[src/rtl/crt_sync_gen.sv]
module crt_sync_gen #(
  parameter int H_VIS  = 640,
  parameter int H_FP   = 16,
  parameter int H_SYNC = 96,
  parameter int H_BP   = 48,
  parameter int V_VIS  = 480,
  parameter int V_FP   = 10,
  parameter int V_SYNC = 2,
  parameter int V_BP   = 33,
  localparam int H_TOT = H_VIS + H_FP + H_SYNC + H_BP,
  localparam int V_TOT = V_VIS + V_FP + V_SYNC + V_BP,
  localparam int XW    = $clog2(H_TOT),
  localparam int YW    = $clog2(V_TOT)
) (
  input  logic          clk,
  input  logic          rst_n,
  input  logic [1:0]    disp_mode,
  input  logic          hs_pol,
  input  logic          vs_pol,
  input  logic [1:0]    dpms,
  output logic          hsync,
  output logic          vsync,
  output logic          blank,
  output logic [XW-1:0] pix_x,
  output logic [YW-1:0] line_y
);

  localparam logic [XW-1:0] X_LAST = XW'(H_TOT - 1);
  localparam logic [YW-1:0] Y_LAST = YW'(V_TOT - 1);
  localparam logic [XW-1:0] X_VIS  = XW'(H_VIS);
  localparam logic [YW-1:0] Y_VIS  = YW'(V_VIS);
  localparam logic [XW-1:0] HS_BEG = XW'(H_VIS + H_FP);
  localparam logic [XW-1:0] HS_END = XW'(H_VIS + H_FP + H_SYNC);
  localparam logic [YW-1:0] VS_BEG = YW'(V_VIS + V_FP);
  localparam logic [YW-1:0] VS_END = YW'(V_VIS + V_FP + V_SYNC);
  localparam logic [1:0]    M_CRT  = 2'b00;
  localparam logic [1:0]    M_LCD  = 2'b11;

  logic [XW-1:0] h_cnt;
  logic [YW-1:0] v_cnt;
  logic [1:0]    mode_q;
  logic          hpol_q, vpol_q;

  wire line_end  = (h_cnt == X_LAST);
  wire frame_end = line_end && (v_cnt == Y_LAST);

  always_ff @(posedge clk or negedge rst_n) begin
    if (!rst_n) begin
      h_cnt  <= '0;
      v_cnt  <= '0;
      mode_q <= M_LCD;
      hpol_q <= 1'b0;
      vpol_q <= 1'b0;
    end else begin
      h_cnt <= line_end ? '0 : h_cnt + 1'b1;
      if (line_end)
        v_cnt <= (v_cnt == Y_LAST) ? '0 : v_cnt + 1'b1;
      if (frame_end) begin
        mode_q <= disp_mode;
        hpol_q <= hs_pol;
        vpol_q <= vs_pol;
      end
    end
  end

  wire h_act = (h_cnt >= HS_BEG) && (h_cnt < HS_END);
  wire v_act = (v_cnt >= VS_BEG) && (v_cnt < VS_END);
  wire h_run = h_act && !dpms[0];
  wire v_run = v_act && !dpms[1];
  wire is_crt = (mode_q == M_CRT);
  wire is_lcd = (mode_q == M_LCD);

  assign hsync  = !is_lcd && ((is_crt && hpol_q) ? h_run : !h_run);
  assign vsync  = !is_lcd && ((is_crt && vpol_q) ? v_run : !v_run);
  assign blank  = !((h_cnt < X_VIS) && (v_cnt < Y_VIS));
  assign pix_x  = h_cnt;
  assign line_y = v_cnt;

endmodule

[config.mk]
export PLATFORM = sky130hd
export DESIGN_NAME = crt_sync_gen
export DESIGN_NICKNAME = d
export VERILOG_FILES = /design/src/rtl/crt_sync_gen.sv
export SDC_FILE = /design/constraint.sdc
export NUM_CORES = 1
export LEC_CHECK = 0
export ABC_AREA = 1
export BUFFER_PORTS_ARGS = -buffer_cell sky130_fd_sc_hd__buf_2
export CORE_MARGIN = 8
export CORE_UTILIZATION = 30
export CTS_CLUSTER_SIZE = 30
export DETAILED_ROUTE_END_ITERATION = 8
export HOLD_SLACK_MARGIN = 0.02
export PLACE_DENSITY = 0.6
export SLEW_MARGIN = 20
export SYNTH_ARGS = -nofsm -noshare
export SYNTH_HDL_FRONTEND = slang
export SYNTH_SLANG_ARGS = --single-unit
export TNS_END_PERCENT = 20
[constraint.sdc]
create_clock -name clk -period 1.9 [get_ports clk]
set_input_delay 0.285 -clock clk [delete_from_list [all_inputs] [get_ports clk]]
set_output_delay 0.285 -clock clk [all_outputs]
set_load 0.02 [all_outputs]
# Word-level counts from Yosys, hierarchy flattened
# Index checks and enable logic that the tools add are counted.
[word_totals]
register_bits = 24
[classes]
n_addsub = 2
order_cmp = 6
eq_ne = 3
n_mux = 4
reduce_logical = 17
[op_table]
columns = ["cell", "count"]
rows = [
  ["$add 10x1->10 const B", 2],
  ["$eq 10x10->1 const B", 2],
  ["$lt 10x10->1 const B", 2],
  ["$lt 10x9->1 const B", 2],
  ["$mux 10", 2],
  ["$ge 10x10->1 const B", 1],
  ["$ge 10x9->1 const B", 1],
  ["$logic_and 1x1->1", 10],
  ["$logic_not 1->1", 6],
  ["$eq 2x2->1 const B", 1],
  ["$logic_not 2->1", 1],
  ["$mux 1", 2],
]

# Longest topological paths before layout
# Gate-level depths: netlist of run 1.
[logic_depth]
word_depth = 6
ltp_mapped = 8
ltp_nobuf = 7

# Least setup slack after synthesis of run 1
# No wires, ideal clock.
[synth_path]
kind = "flip-flop to flip-flop"
startpoint = "register h_cnt[0], in the netlist pix_x[0]"
endpoint = "register v_cnt[4], in the netlist line_y[4]"
t_arrival_ps = 1415
setup_slack_ps = 358
path_stages_with_launch = 6
path_buffers = 1
period_less_slack_ps = 1542
path_cell_list = "dfrtp_1 > ha_1 > nand3_2 > nor3_4 > buf_6 > o21ai_0"
[synth_between]
elab_chain_len = 1
[synth_lines]
columns = ["element", "line", "text"]
rows = [
  ["start: declaration", "39", "logic [XW-1:0] h_cnt;"],
  ["start signal: assignment", "55", "h_cnt <= line_end ? '0 : h_cnt + 1'b1;"],
  ["$eq 10x10->1", "44", "wire line_end = (h_cnt == X_LAST);"],
  ["end signal: assignment", "57", "v_cnt <= (v_cnt == Y_LAST) ? '0 : v_cnt + 1'b1;"],
  ["end: declaration", "40", "logic [YW-1:0] v_cnt;"],
]
# No other way between the ends.
# A chain may end at the register's enable or synchronous reset.

# Final worst setup path of run 1
[layout_path]
startpoint = "register h_cnt[5], in the netlist pix_x[5]"
endpoint = "output hsync"
[layout_between]
elab_chain_len = 6
[layout_lines]
columns = ["element", "line", "text"]
rows = [
  ["$ge 10x10->1 or $lt 10x10->1 (tied branches)", "66", "wire h_act = (h_cnt >= HS_BEG) && (h_cnt < HS_END);"],
  ["$logic_and 1x1->1 *", "66", ""],
  ["$logic_and 1x1->1 *", "68", "wire h_run = h_act && !dpms[0];"],
  ["$logic_not 1->1", "73", "assign hsync = !is_lcd && ((is_crt && hpol_q) ? h_run : !h_run);"],
  ["$mux 1 *", "73", ""],
  ["$logic_and 1x1->1 *", "73", ""],
  ["end: declaration", "21", "output logic hsync,"],
]
# Mark *: on every way between the ends. The rest lies on a longest branch, timed or not.

==> run metrics, run 1 <==
drt total wl 3.42 mm; status complete, no violations; slowest library cell on the worst path dfrtp_1; Synth area leaders dfrtp_1, nand2_1, inv_1, nor2_1, nand3_1; CTS clk-pin slew, worst paths 0.08 ns; global-route wire length before repair 5.89 mm; # port buffers 30; Synth top area share 0.384; Tcrit/Tclk final 0.952; Switch Pwr 0.175 mW; CTS tree yes; multi-input logic area 722 um2; Critical Path Fanout Max 4; total gr overflow 0; count of state elements after synthesis 24; Setup Skew 0.00142 ns; Initial Util 0.308; Remaining DRCs 0; CTS sink cnt 24; post-DR wirelength/cell 12.3 um; initial DRC count 91; Power Dens Cells 480 nW/um2; sequential cell area fraction in the yosys report 0.421; root buf cell clkbuf_8; cells after synthesis 189; Worst VDD drop 0.204 mV; dpl ws 0.227 ns; Detail Placement HPWL 2.59 mm; Max Freq 553 MHz; initial antenna violation count 0; placed instance area 1650 um2; Comb pwr share 0.021; post-route setup slack 0.0919 ns; CP startpoint kind register; YS warnings 0; syn nets 201; fillcell total 492; fin. max-slew vios 0; Final Setup Violations 0; Yosys top cell by area dfrtp_1; num rows 25; Post-Syn Area 1430 um2; die height 85.1 um; Worst Path Class, Setup reg -> out; Max stage delay on crit path 0.45 ns; Reg area 606 um2; Fin Hold WS 0.00533 ns; P_int 0.657 mW; HP Class in -> async; crit-path cells nand2_2, nor2_2, inv_1, nand3_1, o21ai_0, o21ai_0, inv_1, buf_2; later-pin clock latency in the skew report 0.27 ns; worst slew pin tran 0.574 ns; Area Overhead vs Synth 20.9%; final-report hold violation count 0; nets 238; vias in the first global route 1278; CTS max path bufs 2; CP Capture Type primary output; die area 7250 um2; CP arrival 1.52 ns; DR vias 1267; final antenna diode count 0; Boundary Pins 31; layout cells sized above 1 0.250; Placeable Area 4660 um2; Switching Share 0.210; clock power share 0.366; depth of the CTS H-tree 1; Min Clock Period, post-route 1.81 ns; maxcap violations 0; die width 85.1 um; fin area 1730 um2; WP data required 1.62 ns; DR vias/cell 4.56; drt pass-1 iters 4; Worst slew margin 0.617; Seq pwr share 0.613; GP Congestion 0.798; LEAKAGE 0.888 nW; antenna viol nets, final 0; utilization after layout 0.372; syn avg cell area 7.59 um2; GRT Overall Usage 0.0999; TritonCTS Buffers 3; Distinct cells, synth 24; largest net degree at the start of global routing 25
==> worst paths after layout <==
kind	from	end	slack [ns]	cells past startpoint
min in group clk	disp_mode[1]	mode_q[1]$_DFFE_PN1P_	0.23	3
max reg2reg	pix_x[0]$_DFF_PN0_	vpol_q$_DFFE_PN0P_	0.26	6
max	pix_x[5]$_DFF_PN0_	hsync	0.09	8
min	rst_n	line_y[7]$_DFFE_PN0N_	0.005	1
min reg2reg	vpol_q$_DFFE_PN0P_	vpol_q$_DFFE_PN0P_	0.48	2
max in group asynchronous	rst_n	pix_x[7]$_DFF_PN0_	1.49	1
==> per-layer routing <==
metal	up-vias	part of all wire	track usage
met5	-	0	0
met4	0	0.022	0.0534
met3	5	0.052	0.0222
met2	20	0.44	0.158
met1	564	0.48	0.123
li1	678	-	-
==> flip-flops by register name, summed over array words and instances, names as in the netlist <==
| signal | cells |
|---|---|
| hpol_q | 1 |
| line_y | 10 |
| mode_q | 2 |
| pix_x | 10 |
| vpol_q | 1 |
==> cell usage after synthesis <==
master,count
a211oi_1,1
o21ai_0,10
ha_1,4
inv_1,31
xor2_1,5
nor2_1,25
dfrtp_1,22
buf_6,1
o21ai_2,2
nor3_1,6
a21oi_1,2
dfstp_2,2
nand3_2,3
nand2_2,1
o21bai_1,1
o21ai_1,1
nand3_1,16
nor2_2,2
nand4_1,7
nor3_4,2
buf_4,1
nand2_1,42
nor3b_1,1
nor3_2,1
==> cell type report <==
| cell class | instances | share of cell area |
|---|---|---|
| Timing Repair Buffer | 34 | 0.104 |
| Clock buffer | 3 | 0.0238 |
| Inverter | 31 | 0.0671 |
| Sequential cell | 24 | 0.349 |
| Tap cell | 54 | 0.0390 |
| Multi-Input combinational cell | 132 | 0.417 |
==> through the flow <==
stage          setup TNS (ns)  std cells  power [mW]
2_1_floorplan               0        189       0.521
3_3_place_gp                0        273       0.538
3_5_place_dp                0        273       0.539
4_1_cts                     0        276       0.852
5_1_grt               -0.0287        278       0.872
6_report                    0        278       0.833
==> worst max-delay path, delay by kind of cell (launching register included) <==
kind	cells	cell delay, ns
compound gates	2	0.19
buf+inv	3	0.30
flops	1	0.45
simple gates	3	0.31
==> cells by family (layout without fill, tap and decap cells) <==
| kind of cell | count (synthesis) | after routing | synth area share |
|---|---|---|---|
| buffers and inverters | 33 | 68 | 0.0942 |
| flip-flops | 24 | 24 | 0.421 |
| adder cells (fa/ha/maj) | 4 | 4 | 0.0349 |
| AO/OA/AOI/OAI | 17 | 17 | 0.0681 |
| XOR/XNOR | 5 | 5 | 0.0305 |
| AND/OR/NAND/NOR | 106 | 106 | 0.352 |
==> power by group through the flow <==
| stage | Combinational [mW] | Clock, mW | Sequential, mW |
|---|---|---|---|
| 6_report | 0.0173 | 0.305 | 0.510 |
| 5_1_grt | 0.0209 | 0.340 | 0.511 |
| 4_1_cts | 0.0181 | 0.323 | 0.511 |
| 3_5_place_dp | 0.0180 | 0 | 0.521 |
| 3_3_place_gp | 0.0177 | 0 | 0.521 |
| 2_1_floorplan | 0.0000739 | 0 | 0.521 |
==> cell usage in the layout (no fill, tap or decap) <==
| cell type | instances |
|---|---|
| buf_4 | 4 |
| nor2_2 | 2 |
| nand2_2 | 2 |
| a21oi_1 | 2 |
| nand3_1 | 16 |
| nor3_4 | 3 |
| nor3_1 | 4 |
| dfrtp_1 | 20 |
| nand3_2 | 3 |
| dfstp_2 | 2 |
| o21ai_1 | 1 |
| nor3b_1 | 1 |
| nor2_1 | 24 |
| a211oi_1 | 1 |
| nand2_1 | 41 |
| ha_1 | 4 |
| nor2_4 | 1 |
| o21ai_2 | 2 |
| xor2_1 | 5 |
| o21ai_0 | 10 |
| buf_2 | 30 |
| o21bai_1 | 1 |
| clkbuf_8 | 3 |
| dfrtp_2 | 2 |
| inv_1 | 31 |
| nor3_2 | 2 |
| nand4_1 | 7 |
==> what timing repair did <==
item                                   CTS  global route
setup endpoints to repair                0             2
resized for setup                        0             8
hold buffers                             0             0
buffers inserted                         0             2
endpoints found under the hold margin    0             0
Power figures use the tool's default switching activity.
==> inputs of run 2 (changes only) <==
- CORE_MARGIN: 8 -> 1
- RECOVER_POWER: default -> 50
==> run 2 against run 1 <==
Critical endpoint is now vsync. Final area decreased by 1.6%. Count of clock-buffer cells in the layout did not move. Flip-flop and latch count unchanged. Clock skew is essentially flat. Non-clock buffer count unchanged. Combinational power up 7%. Register-to-register slack about the same. Worst hold slack improved by 0.21 ns.
==> run metrics, run 2 (synthesized netlist as in run 1, its figures left out) <==
most frequent cells in the layout nand2_1, inv_1, nor2_1, buf_2, dfrtp_1; GP Congestion 0.823 (+3.1%); RSZ-0062 raised after global routing no; initial DRC count 91 (unchanged); HP Class in -> reg; CP arrival 1.46 ns (-0.06 ns); total gr overflow 0 (unchanged); Max Freq 572 MHz (+3.4%); Reg area 606 um2 (unchanged); CP Launch Point line_y[8]$_DFFE_PN0N_; num rows 24 (-4.0%); Final Setup Violations 0 (unchanged); CP startpoint kind register; LEAKAGE 0.852 nW (-4.2%); largest net degree at the start of global routing 25 (unchanged); post-DR wirelength/cell 11.4 um (-7.2%); Critical R2R Launch pix_x[0]$_DFF_PN0_; die height 71.1 um (-16%); Placeable Area 4470 um2 (-4.0%); Area Overhead vs Synth 18.9%; Boundary Pins 31 (unchanged); drt total wl 3.15 mm (-7.9%); Fin Hold WS 0.215 ns (+0.210 ns); CP Capture Type primary output; Worst slew margin 0.589 (-0.0281); HP Start disp_mode[1]; die area 5060 um2 (-30%); multi-input logic area 704 um2 (-2.4%); CTS max path bufs 2 (unchanged); Critical Path Fanout Max 4 (unchanged); CTS sink cnt 24 (unchanged); Remaining DRCs 0 (unchanged); antenna viol nets, final 0 (unchanged); initial antenna violation count 0 (unchanged); Worst Path Class, Setup reg -> out; Detail Placement HPWL 2.37 mm (-8.5%); DR vias/cell 4.64 (+1.9%); status complete, no violations; Min Clock Period, post-route 1.75 ns (-0.0597 ns); commonest non-fill, non-tap cell in the layout nand2_1; Worst VDD drop 0.225 mV (+10%); maxcap violations 0 (unchanged); root buf cell clkbuf_8; final-report hold violation count 0 (unchanged); setup TNS 0 ns (unchanged); CTS clk-pin slew, worst paths 0.08 ns (about the same); TritonCTS Buffers 3 (unchanged); depth of the CTS H-tree 1 (unchanged); final antenna diode count 0 (unchanged); global-route wire length before repair 5.49 mm (-6.7%); CTS tree yes; DR vias 1282 (+1.2%); # port buffers 30 (unchanged); drt pass-1 iters 6 (+2); die width 71.1 um (-16%); Power Dens Cells 493 nW/um2 (+2.7%); layout cells sized above 1 0.196 (-0.0536); worst slew pin tran 0.616 ns (+0.0422 ns); fillcell total 472 (-4.1%); Tcrit/Tclk final 0.920 (-0.0314); fin. max-slew vios 0 (unchanged); Setup Skew 0.00133 ns (-0.0000927 ns); GRT Overall Usage 0.138 (+0.0384); Initial Util 0.320 (+0.0128); later-pin clock latency in the skew report 0.27 ns (about the same); WP data required 1.62 ns (about the same); nets 238 (unchanged); vias in the first global route 1129 (-12%)
## run 2: power by group
| group | internal (mW) | total [mW] | switching [mW] |
|---|---|---|---|
| clock | 0.142 | 0.313 | 0.170 |
| sequential | 0.510 | 0.510 | 0 |
| combinational | 0.00636 | 0.0185 | 0.0122 |
## run 2: what timing repair did
action,CTS,global route
gates resized for setup,0,5
buffers inserted,0,1
endpoints found under the setup margin,0,2
endpoints found under the hold margin,22,0
hold buffers,1,0
## run 2: path summary, 6_finish.rpt
check                                        endpoint  cells after the start  slack [ns]
worst min-delay path            mode_q[1]$_DFFE_PN1P_                      3        0.22
min in group asynchronous          pix_x[1]$_DFF_PN0_                      2        0.55
worst max register to register  line_y[1]$_DFFE_PN0N_                      6        0.27
worst max-delay path                            vsync                      7        0.15
worst min register to register     hpol_q$_DFFE_PN0P_                      2        0.47
max in group asynchronous       line_y[5]$_DFFE_PN0N_                      2        0.91
## run 2: per-layer routing
metal  part of all wire  GRT usage  wire, um  up-vias
li1                   -          -         -      676
met1               0.52      0.207      1630      572
met2               0.42      0.192      1320       29
met3              0.043     0.0228       134        5
met4              0.020     0.0667        63        0
met5                  0          0         0        -
## run 2: critical path: stages (launching register included)
cell,delay (ns)
dfrtp_1,0.38
inv_1,0.12
nor3_4,0.27
nand3_1,0.10
nand2_1,0.06
nand2_1,0.05
inv_1,0.05
buf_2,0.15
## run 2: metrics by stage
| stage | util | power [mW] | instances | cell area, um2 | setup WS, ns |
|---|---|---|---|---|---|
| global route | 0.381 | 0.888 | 276 | 1710 | 0.000603 |
| floorplan | - | 0.521 | 189 | 1430 | 0.358 |
| CTS | 0.379 | 0.860 | 275 | 1700 | 0.0438 |
| detailed placement | 0.368 | 0.539 | 271 | 1650 | 0.362 |
| global placement | 0.368 | 0.538 | 271 | 1650 | 0.365 |
| finish | 0.381 | 0.842 | 276 | 1710 | 0.152 |
## run 2: final cells by class
| type | count | share of cell area |
|---|---|---|
| Sequential cell | 24 | 0.355 |
| Timing Repair Buffer | 34 | 0.101 |
| Multi-Input combinational cell | 132 | 0.413 |
| Tap cell | 52 | 0.0382 |
| Inverter | 31 | 0.0682 |
| Clock buffer | 3 | 0.0242 |
